## config.mk

```make
export PLATFORM = sky130hd
export DESIGN_NAME = mixprec_booth_mac
export DESIGN_NICKNAME = d
export VERILOG_FILES = /design/src/rtl/mpm_pkg.sv /design/src/rtl/mpm_booth_enc.sv /design/src/rtl/mpm_ppgen.sv /design/src/rtl/mpm_combine.sv /design/src/rtl/mpm_accum.sv /design/src/rtl/mixprec_booth_mac.sv
export SDC_FILE = /design/constraint.sdc
export NUM_CORES = 1
export LEC_CHECK = 0
export CAP_MARGIN = 10
export CORE_ASPECT_RATIO = 1.4
export CORE_MARGIN = 1.5
export CORE_UTILIZATION = 38
export CTS_CLUSTER_DIAMETER = 50
export DETAILED_ROUTE_END_ITERATION = 8
export PLACE_DENSITY_LB_ADDON = 0.25
export REMOVE_ABC_BUFFERS = 1
export SYNTH_ARGS = -nofsm -noshare
export SYNTH_HDL_FRONTEND = slang
export SYNTH_HIERARCHICAL = 1
export SYNTH_SLANG_ARGS = --single-unit
```

## constraint.sdc

```tcl
create_clock -name clk -period 5.9 [get_ports clk]
set_input_delay 0.59 -clock clk [delete_from_list [all_inputs] [get_ports clk]]
set_output_delay 0.59 -clock clk [all_outputs]
set_load 0.02 [all_outputs]
```

## src/rtl/mpm_pkg.sv

```systemverilog
package mpm_pkg;

  typedef enum logic [1:0] {
    PREC_W2  = 2'd0,
    PREC_W4  = 2'd1,
    PREC_W8  = 2'd2,
    PREC_RSV = 2'd3
  } prec_e;

  // Radix-4 Booth digit: value = (neg ? -1 : 1) * (two ? 2 : one ? 1 : 0)
  typedef struct packed {
    logic neg;
    logic one;
    logic two;
  } bdig_t;

  function automatic prec_e prec_norm(input logic [1:0] code);
    prec_e r;
    unique case (code)
      2'd0:    r = PREC_W2;
      2'd2:    r = PREC_W8;
      default: r = PREC_W4;
    endcase
    return r;
  endfunction

endpackage

```

## src/rtl/mpm_booth_enc.sv

```systemverilog
module mpm_booth_enc
  import mpm_pkg::*;
#(
  parameter int WORD_W = 16,
  localparam int NDIG = WORD_W / 2
) (
  input  prec_e                  prec,
  input  logic [WORD_W-1:0]      mult,
  output bdig_t [NDIG-1:0]       dig
);

  for (genvar j = 0; j < NDIG; j++) begin : g_dig
    logic below;
    logic hi, mid;

    if (j == 0) begin : g_first
      assign below = 1'b0;
    end else begin : g_rest
      // lowest slice of every lane sees an implicit zero
      localparam bit START8 = ((j % 4) == 0);
      localparam bit START4 = ((j % 2) == 0);
      always_comb begin
        unique case (prec)
          PREC_W2: below = 1'b0;
          PREC_W8: below = START8 ? 1'b0 : mult[2*j-1];
          default: below = START4 ? 1'b0 : mult[2*j-1];
        endcase
      end
    end

    assign hi  = mult[2*j+1];
    assign mid = mult[2*j];

    always_comb begin
      dig[j].neg = hi & ~(mid & below);
      dig[j].one = mid ^ below;
      dig[j].two = (hi & ~mid & ~below) | (~hi & mid & below);
    end
  end

endmodule

```

## src/rtl/mpm_ppgen.sv

```systemverilog
module mpm_ppgen
  import mpm_pkg::*;
#(
  parameter int WORD_W = 16,
  localparam int NDIG = WORD_W / 2,
  localparam int PP_W = 10
) (
  input  prec_e                         prec,
  input  logic [WORD_W-1:0]             mcand,
  input  bdig_t [NDIG-1:0]              dig,
  output logic [NDIG-1:0][PP_W-1:0]     pp
);

  for (genvar j = 0; j < NDIG; j++) begin : g_pp
    localparam int L2 = 2 * j;
    localparam int L4 = 4 * (j / 2);
    localparam int L8 = 8 * (j / 4);

    logic signed [PP_W-1:0] mc;
    logic signed [PP_W-1:0] mag;

    // sign-extend the multiplicand lane this digit belongs to
    always_comb begin
      unique case (prec)
        PREC_W2: mc = {{(PP_W-2){mcand[L2+1]}}, mcand[L2 +: 2]};
        PREC_W8: mc = {{(PP_W-8){mcand[L8+7]}}, mcand[L8 +: 8]};
        default: mc = {{(PP_W-4){mcand[L4+3]}}, mcand[L4 +: 4]};
      endcase
    end

    always_comb begin
      if (dig[j].two)      mag = mc <<< 1;
      else if (dig[j].one) mag = mc;
      else                 mag = '0;
      pp[j] = dig[j].neg ? -mag : mag;
    end
  end

endmodule

```

## src/rtl/mpm_combine.sv

```systemverilog
module mpm_combine
  import mpm_pkg::*;
#(
  parameter int WORD_W = 16,
  parameter int PROD_W = 16,
  localparam int NDIG  = WORD_W / 2,
  localparam int NSLOT = WORD_W / 2,
  localparam int NNIB  = WORD_W / 4,
  localparam int NBYTE = WORD_W / 8,
  localparam int PP_W  = 10
) (
  input  prec_e                          prec,
  input  logic [NDIG-1:0][PP_W-1:0]      pp,
  output logic [NSLOT-1:0][PROD_W-1:0]   prod
);

  logic [NDIG-1:0][PROD_W-1:0]  ppx;
  logic [NNIB-1:0][PROD_W-1:0]  nib;
  logic [NBYTE-1:0][PROD_W-1:0] byt;

  for (genvar j = 0; j < NDIG; j++) begin : g_ext
    assign ppx[j] = {{(PROD_W-PP_W){pp[j][PP_W-1]}}, pp[j]};
  end

  // 4-bit base product: two digits, upper one weighted by 4
  for (genvar m = 0; m < NNIB; m++) begin : g_nib
    assign nib[m] = ppx[2*m] + (ppx[2*m+1] << 2);
  end

  // 8-bit product: two base products, upper one weighted by 16
  for (genvar n = 0; n < NBYTE; n++) begin : g_byte
    assign byt[n] = nib[2*n] + (nib[2*n+1] << 4);
  end

  for (genvar k = 0; k < NSLOT; k++) begin : g_slot
    logic [PROD_W-1:0] v4, v8;
    if (k < NNIB) begin : g_v4
      assign v4 = nib[k];
    end else begin : g_z4
      assign v4 = '0;
    end
    if (k < NBYTE) begin : g_v8
      assign v8 = byt[k];
    end else begin : g_z8
      assign v8 = '0;
    end
    always_comb begin
      unique case (prec)
        PREC_W2: prod[k] = ppx[k];
        PREC_W8: prod[k] = v8;
        default: prod[k] = v4;
      endcase
    end
  end

endmodule

```

## src/rtl/mpm_accum.sv

```systemverilog
module mpm_accum #(
  parameter int NSLOT  = 8,
  parameter int PROD_W = 16,
  parameter int ACC_W  = 24
) (
  input  logic                          clk,
  input  logic                          rst_n,
  input  logic                          en,
  input  logic                          load,
  input  logic [NSLOT-1:0][PROD_W-1:0]  prod,
  output logic [NSLOT-1:0][ACC_W-1:0]   acc
);

  logic [NSLOT-1:0][ACC_W-1:0] acc_q, acc_d;

  always_comb begin
    for (int k = 0; k < NSLOT; k++) begin
      logic [ACC_W-1:0] ext;
      ext      = {{(ACC_W-PROD_W){prod[k][PROD_W-1]}}, prod[k]};
      acc_d[k] = load ? ext : acc_q[k] + ext;
    end
  end

  always_ff @(posedge clk or negedge rst_n) begin
    if (!rst_n)  acc_q <= '0;
    else if (en) acc_q <= acc_d;
  end

  assign acc = acc_q;

endmodule

```

## src/rtl/mixprec_booth_mac.sv

```systemverilog
module mixprec_booth_mac
  import mpm_pkg::*;
#(
  parameter int WORD_W = 16,
  parameter int ACC_W  = 24,
  localparam int NSLOT  = WORD_W / 2,
  localparam int NDIG   = WORD_W / 2,
  localparam int PROD_W = 16,
  localparam int PP_W   = 10
) (
  input  logic                    clk,
  input  logic                    rst_n,
  input  logic [1:0]              mode_i,
  input  logic [WORD_W-1:0]       a_i,
  input  logic [WORD_W-1:0]       b_i,
  input  logic                    valid_i,
  input  logic                    clear_i,
  output logic [NSLOT*ACC_W-1:0]  acc_o
);

  prec_e mode_q, mode_d, prec_eff;

  bdig_t [NDIG-1:0]              dig;
  logic [NDIG-1:0][PP_W-1:0]     pp;
  logic [NSLOT-1:0][PROD_W-1:0]  prod_d, prod_q;
  logic                          vld_q, clr_q;
  logic [NSLOT-1:0][ACC_W-1:0]   acc;

  // precision used this cycle, and the latched precision
  always_comb begin
    prec_eff = clear_i ? prec_norm(mode_i) : mode_q;
    mode_d   = (valid_i && clear_i) ? prec_norm(mode_i) : mode_q;
  end

  always_ff @(posedge clk or negedge rst_n) begin
    if (!rst_n) mode_q <= PREC_W4;
    else        mode_q <= mode_d;
  end

  mpm_booth_enc #(.WORD_W(WORD_W)) enc_i (
    .prec (prec_eff),
    .mult (b_i),
    .dig  (dig)
  );

  mpm_ppgen #(.WORD_W(WORD_W)) ppg_i (
    .prec  (prec_eff),
    .mcand (a_i),
    .dig   (dig),
    .pp    (pp)
  );

  mpm_combine #(.WORD_W(WORD_W), .PROD_W(PROD_W)) cmb_i (
    .prec (prec_eff),
    .pp   (pp),
    .prod (prod_d)
  );

  // pipeline register after reduction
  always_ff @(posedge clk or negedge rst_n) begin
    if (!rst_n) begin
      vld_q <= 1'b0;
      clr_q <= 1'b0;
    end else begin
      vld_q <= valid_i;
      clr_q <= valid_i & clear_i;
    end
  end

  always_ff @(posedge clk or negedge rst_n) begin
    if (!rst_n)       prod_q <= '0;
    else if (valid_i) prod_q <= prod_d;
  end

  mpm_accum #(.NSLOT(NSLOT), .PROD_W(PROD_W), .ACC_W(ACC_W)) acc_i (
    .clk   (clk),
    .rst_n (rst_n),
    .en    (vld_q),
    .load  (clr_q),
    .prod  (prod_q),
    .acc   (acc)
  );

  assign acc_o = acc;

endmodule

```

==> impl_summary.log <==
INFO  metric finalNetCount = 4,372
INFO  metric die_height = 336 um
INFO  metric gpl.final_weighted_congestion = 0.920
INFO  metric max_clock_freq = 178 MHz
INFO  metric worst_ep_required_time = 6.41 ns
INFO  metric clockBufferDepth = 3
INFO  metric post_synth_and_or_nand_nor_area_fraction = 0.165
INFO  metric worstSetupStartpointType = primary input
INFO  metric violations = negative hold slack
INFO  metric tritoncts = yes
INFO  metric synth_seq_area_share = 0.270
INFO  metric row_count = 121
INFO  metric cts.sink_count = 324
INFO  metric fin_total_pwr = 0.0221 W
INFO  metric layout-drive-gt1-share = 0.175
INFO  metric ys.flop_type = sky130_fd_sc_hd__dfrtp_1
INFO  metric crit_path_max_fanout = 11
INFO  metric utilization = 0.480
INFO  metric placed_cells_incl_taps = 5,049
INFO  metric met1_usage = 0.275
INFO  metric grt_pass1_vias = 27,686
INFO  metric design.die.area = 80,800 um^2
INFO  metric final_max_slew_viols = 0
INFO  metric ys.warnings.count = 6
INFO  metric grt_remaining_overflow = 0
INFO  metric synth_fa_ha_area_frac = 0.118
INFO  metric largest_net_degree_at_the_start_of_global_routing = 137
INFO  metric hold_path.class = primary input to asynchronous set/reset pin
INFO  metric drt_pre_antenna_iters = 5
INFO  metric postSynthRegisterBits = 324
INFO  metric hold_violation_total_from_the_final_report = 1
INFO  metric power_per_cell_area = 590 nW/um^2
INFO  metric synthCells = 3,598
INFO  metric max-slew-margin-rel = 0.339
INFO  metric crit_path_top_delay_cell = sky130_fd_sc_hd__clkdlybuf4s50_1
INFO  metric finish.cell_count_without_fillers = 5,154
INFO  metric count_of_endpoints_failing_setup_in_the_final_report = 0
INFO  metric area_fraction_in_compound_gates_after_synthesis = 0.244
INFO  metric coreArea = 78,100 um^2
INFO  metric synth-edff-count = 0
INFO  metric globalRouteMet3Util = 0.0262
INFO  metric clock_tree.htree_level_count = 2
INFO  metric wirelength_per_cell = 18.2 um
INFO  metric track_usage = 0.232
INFO  metric syn-cell-area = 30,100 um^2
INFO  metric cts_hold_repair.buffers = 0
INFO  metric wire_length_of_the_first_global_routing_pass = 149 mm
INFO  metric worstSkewPairLatency = 0.63 ns
INFO  metric max_cap_violations = 0
INFO  metric met2_usage = 0.419
INFO  metric grt.busiest_layer = met2
INFO  metric cts_made_buffers = 48
INFO  metric timing_worst_setup_path_type = primary input to flip-flop
INFO  metric yosys-mux-area-fraction = 0.0799
INFO  metric totalWireLength = 93.9 mm
INFO  metric layout.filler_cells = 7,759
INFO  metric clock_tree.root_cell = sky130_fd_sc_hd__clkbuf_16
INFO  metric synthesis.area_per_instance = 8.35 um^2
INFO  metric drt_iter0_drc = 1,415
INFO  metric static-leakage-power = 17.1 nW
INFO  metric ioPinCount = 230
INFO  metric synthXorXnorAreaFrac = 0.0689
INFO  metric antenna_found_initial = 10
INFO  metric antenna_violating_nets_remaining = 0
INFO  metric crit_path_end_kind = flip-flop
INFO  metric floorplan.initialDensity = 0.385
INFO  metric area_growth = 24.8%
INFO  metric dieWidth = 241 um
INFO  metric critical-path-max-stage-delay = 0.50 ns
INFO  metric via_total_after_detailed_routing = 27,934
INFO  metric final_hold_slack = -0.00906 ns
INFO  metric cp_common_cell = sky130_fd_sc_hd__ha_1
INFO  metric critical-path-top-delay-family = adder cells
INFO  metric detailed_place_hpwl = 70.9 mm
INFO  metric clkSlewWorstSetupHoldPaths = 0.05 ns
INFO  metric vdd_ir_drop_max = 0.000382 V
INFO  metric critical_path.n_buffers_inverters = 5
INFO  metric critPathArrivalTime = 6.12 ns
INFO  metric netlist-cell-type-count = 112
INFO  metric largest_family_of_logic_cells_by_synthesized_area = compound AO/OA/AOI/OAI gates
INFO  metric vias_per_cell = 5.42
INFO  metric worst_slew_pin_slew = 0.992 ns
INFO  metric final_min_period_over_clock_period = 0.952
INFO  metric min_period = 5.61 ns
INFO  metric place.port_buffers = 229
INFO  metric remaining_drc_errors = 0
INFO  metric finClkSkew = 0.0252 ns
INFO  metric outcome = finished, violations left
INFO  metric ys_async_sr_fraction = 1.00
==> cells by family (layout without fill, tap and decap cells) <==
group | after synthesis | in the layout
AO/OA/AOI/OAI | 1141 | 1141
AND/OR/NAND/NOR | 1047 | 1047
buffers and inverters | 355 | 854
flip-flops | 324 | 324
adder cells (fa/ha/maj) | 274 | 274
XOR/XNOR | 235 | 235
multiplexers | 222 | 222
other | 0 | 12
==> sequential cells by signal (all words and copies together), names as in the netlist <==
signal and cells:
clr_q 1, acc_i/acc 192, vld_q 1, prod_q 128
mode_q 2
==> power by group <==
part | leakage (nW) | total (W) | internal, W | switching [W]
clock network | 0.811 | 0.00306 | 0.00186 | 0.00120
registers | 3.91 | 0.00411 | 0.00314 | 0.000969
logic | 12.4 | 0.0149 | 0.00719 | 0.00775
==> Yosys cell counts (24+ instances only) <==
library cell | number | area, um^2
sky130_fd_sc_hd__a21o_1 | 92 | 691
sky130_fd_sc_hd__a21oi_1 | 402 | 2010
sky130_fd_sc_hd__a31oi_1 | 51 | 319
sky130_fd_sc_hd__and2_1 | 49 | 307
sky130_fd_sc_hd__and3_1 | 25 | 156
sky130_fd_sc_hd__buf_1 | 31 | 116
sky130_fd_sc_hd__buf_4 | 37 | 278
sky130_fd_sc_hd__clkbuf_1 | 104 | 390
sky130_fd_sc_hd__dfrtp_1 | 323 | 8080
sky130_fd_sc_hd__ha_1 | 260 | 3250
sky130_fd_sc_hd__inv_1 | 146 | 548
sky130_fd_sc_hd__mux2_2 | 144 | 1620
sky130_fd_sc_hd__mux2i_1 | 78 | 781
sky130_fd_sc_hd__nand2_1 | 251 | 942
sky130_fd_sc_hd__nand2b_1 | 55 | 344
sky130_fd_sc_hd__nand3_1 | 50 | 250
sky130_fd_sc_hd__nor2_1 | 373 | 1400
sky130_fd_sc_hd__nor2b_1 | 82 | 513
sky130_fd_sc_hd__nor3_1 | 56 | 280
sky130_fd_sc_hd__o211ai_1 | 35 | 263
sky130_fd_sc_hd__o21a_1 | 49 | 368
sky130_fd_sc_hd__o21ai_0 | 195 | 976
sky130_fd_sc_hd__o21ai_1 | 28 | 140
sky130_fd_sc_hd__or3_1 | 24 | 150
sky130_fd_sc_hd__xnor2_1 | 148 | 1300
sky130_fd_sc_hd__xor2_1 | 86 | 753
==> path summary, 6_finish.rpt <==
| path | cells after the start | endpoint | slack [ns] | start |
|---|---|---|---|---|
| hold reg to reg | 1 | acc_i/acc[15] | 0.51 | acc_i/acc[15] |
| setup reg to reg | 24 | prod_q[29] | 0.37 | mode_q[0] |
| setup / recovery | 26 | prod_q[29] | 0.29 | mode_i[0] |
| max in group asynchronous | 2 | vld_q | 4.57 | rst_n |
| hold / removal | 1 | acc_i/acc[62] | -0.009 | rst_n |
| min in group clk | 3 | clr_q | 0.39 | valid_i |
==> cells in the final DEF (no fill, tap or decap), types with 14 or more instances in the layout <==
master,Yosys,routed
sky130_fd_sc_hd__a21oi_1,402,394
sky130_fd_sc_hd__buf_4,37,386
sky130_fd_sc_hd__nor2_1,373,368
sky130_fd_sc_hd__dfrtp_1,323,321
sky130_fd_sc_hd__ha_1,260,259
sky130_fd_sc_hd__nand2_1,251,250
sky130_fd_sc_hd__clkdlybuf4s50_1,0,226
sky130_fd_sc_hd__o21ai_0,195,190
sky130_fd_sc_hd__inv_1,146,145
sky130_fd_sc_hd__mux2_2,144,142
sky130_fd_sc_hd__xnor2_1,148,141
sky130_fd_sc_hd__a21o_1,92,92
sky130_fd_sc_hd__xor2_1,86,84
sky130_fd_sc_hd__nor2b_1,82,80
sky130_fd_sc_hd__mux2i_1,78,77
sky130_fd_sc_hd__nor3_1,56,56
sky130_fd_sc_hd__nand2b_1,55,55
sky130_fd_sc_hd__a31oi_1,51,51
sky130_fd_sc_hd__nand3_1,50,50
sky130_fd_sc_hd__o21a_1,49,49
sky130_fd_sc_hd__and2_1,49,49
sky130_fd_sc_hd__clkbuf_16,0,48
sky130_fd_sc_hd__o211ai_1,35,35
sky130_fd_sc_hd__o21ai_1,28,33
sky130_fd_sc_hd__and3_1,25,25
sky130_fd_sc_hd__or3_1,24,24
sky130_fd_sc_hd__a22o_1,22,22
sky130_fd_sc_hd__o221ai_1,20,20
sky130_fd_sc_hd__o21bai_1,19,19
sky130_fd_sc_hd__o31ai_1,20,19
sky130_fd_sc_hd__a211oi_1,18,17
sky130_fd_sc_hd__nand4_1,15,15
sky130_fd_sc_hd__a22oi_1,15,14
sky130_fd_sc_hd__fa_1,14,14
==> what timing repair did <==
item	CTS	global route
buffers inserted	0	6
gates resized for setup	0	45
endpoints found under the setup margin	0	10
==> worst register-to-register path, stage by stage, from the launching register on <==
cell	delay, ns
sky130_fd_sc_hd__dfstp_2	0.53
sky130_fd_sc_hd__mux2_4	0.23
sky130_fd_sc_hd__buf_4	0.16
sky130_fd_sc_hd__buf_4	0.15
sky130_fd_sc_hd__and3b_2	0.22
sky130_fd_sc_hd__ha_1	0.31
sky130_fd_sc_hd__nand2_1	0.12
sky130_fd_sc_hd__o22a_1	0.23
sky130_fd_sc_hd__ha_1	0.25
sky130_fd_sc_hd__nand2b_1	0.19
sky130_fd_sc_hd__xnor2_2	0.21
sky130_fd_sc_hd__ha_1	0.20
sky130_fd_sc_hd__inv_1	0.05
sky130_fd_sc_hd__fa_1	0.42
sky130_fd_sc_hd__xnor2_2	0.22
sky130_fd_sc_hd__ha_1	0.28
sky130_fd_sc_hd__o21ai_0	0.22
sky130_fd_sc_hd__a21oi_2	0.08
sky130_fd_sc_hd__and2b_1	0.18
sky130_fd_sc_hd__a211o_1	0.35
sky130_fd_sc_hd__a31oi_4	0.21
sky130_fd_sc_hd__buf_4	0.14
sky130_fd_sc_hd__xor2_1	0.14
sky130_fd_sc_hd__o21ai_1	0.08
sky130_fd_sc_hd__mux2_2	0.28
==> area by class of cell <==
cell class / count / area [um^2] / area share
flip-flops and latches: 324 / 8120 / 0.216
diodes: 12 / 30.0 / 0.000800
clock buffers: 62 / 1310 / 0.0350
clock inverters: 25 / 384 / 0.0102
inverters: 147 / 553 / 0.0147
repair buffers: 620 / 5300 / 0.141
multi-input cells: 2919 / 20500 / 0.547
well taps: 1045 / 1310 / 0.0349
==> per-stage QoR <==
stage / cell area (um^2) / setup TNS, ns / setup WS (ns)
finish: 37500 / 0 / 0.286
global route: 37500 / -0.0225 / -0.0119
CTS: 37300 / 0 / 0.0159
detailed placement: 35600 / -4.73 / -0.624
global placement: 35600 / -3.55 / -0.511
floorplan: 29000 / -113.77 / -2.59
==> routing by layer <==
layer  share of wire  vias to the layer above
met4           0.040                        4
met5         0.00026                        -
li1                -                    13912
met3           0.031                      155
met1            0.42                    13408
met2            0.51                      455
Power figures use the tool's default switching activity.
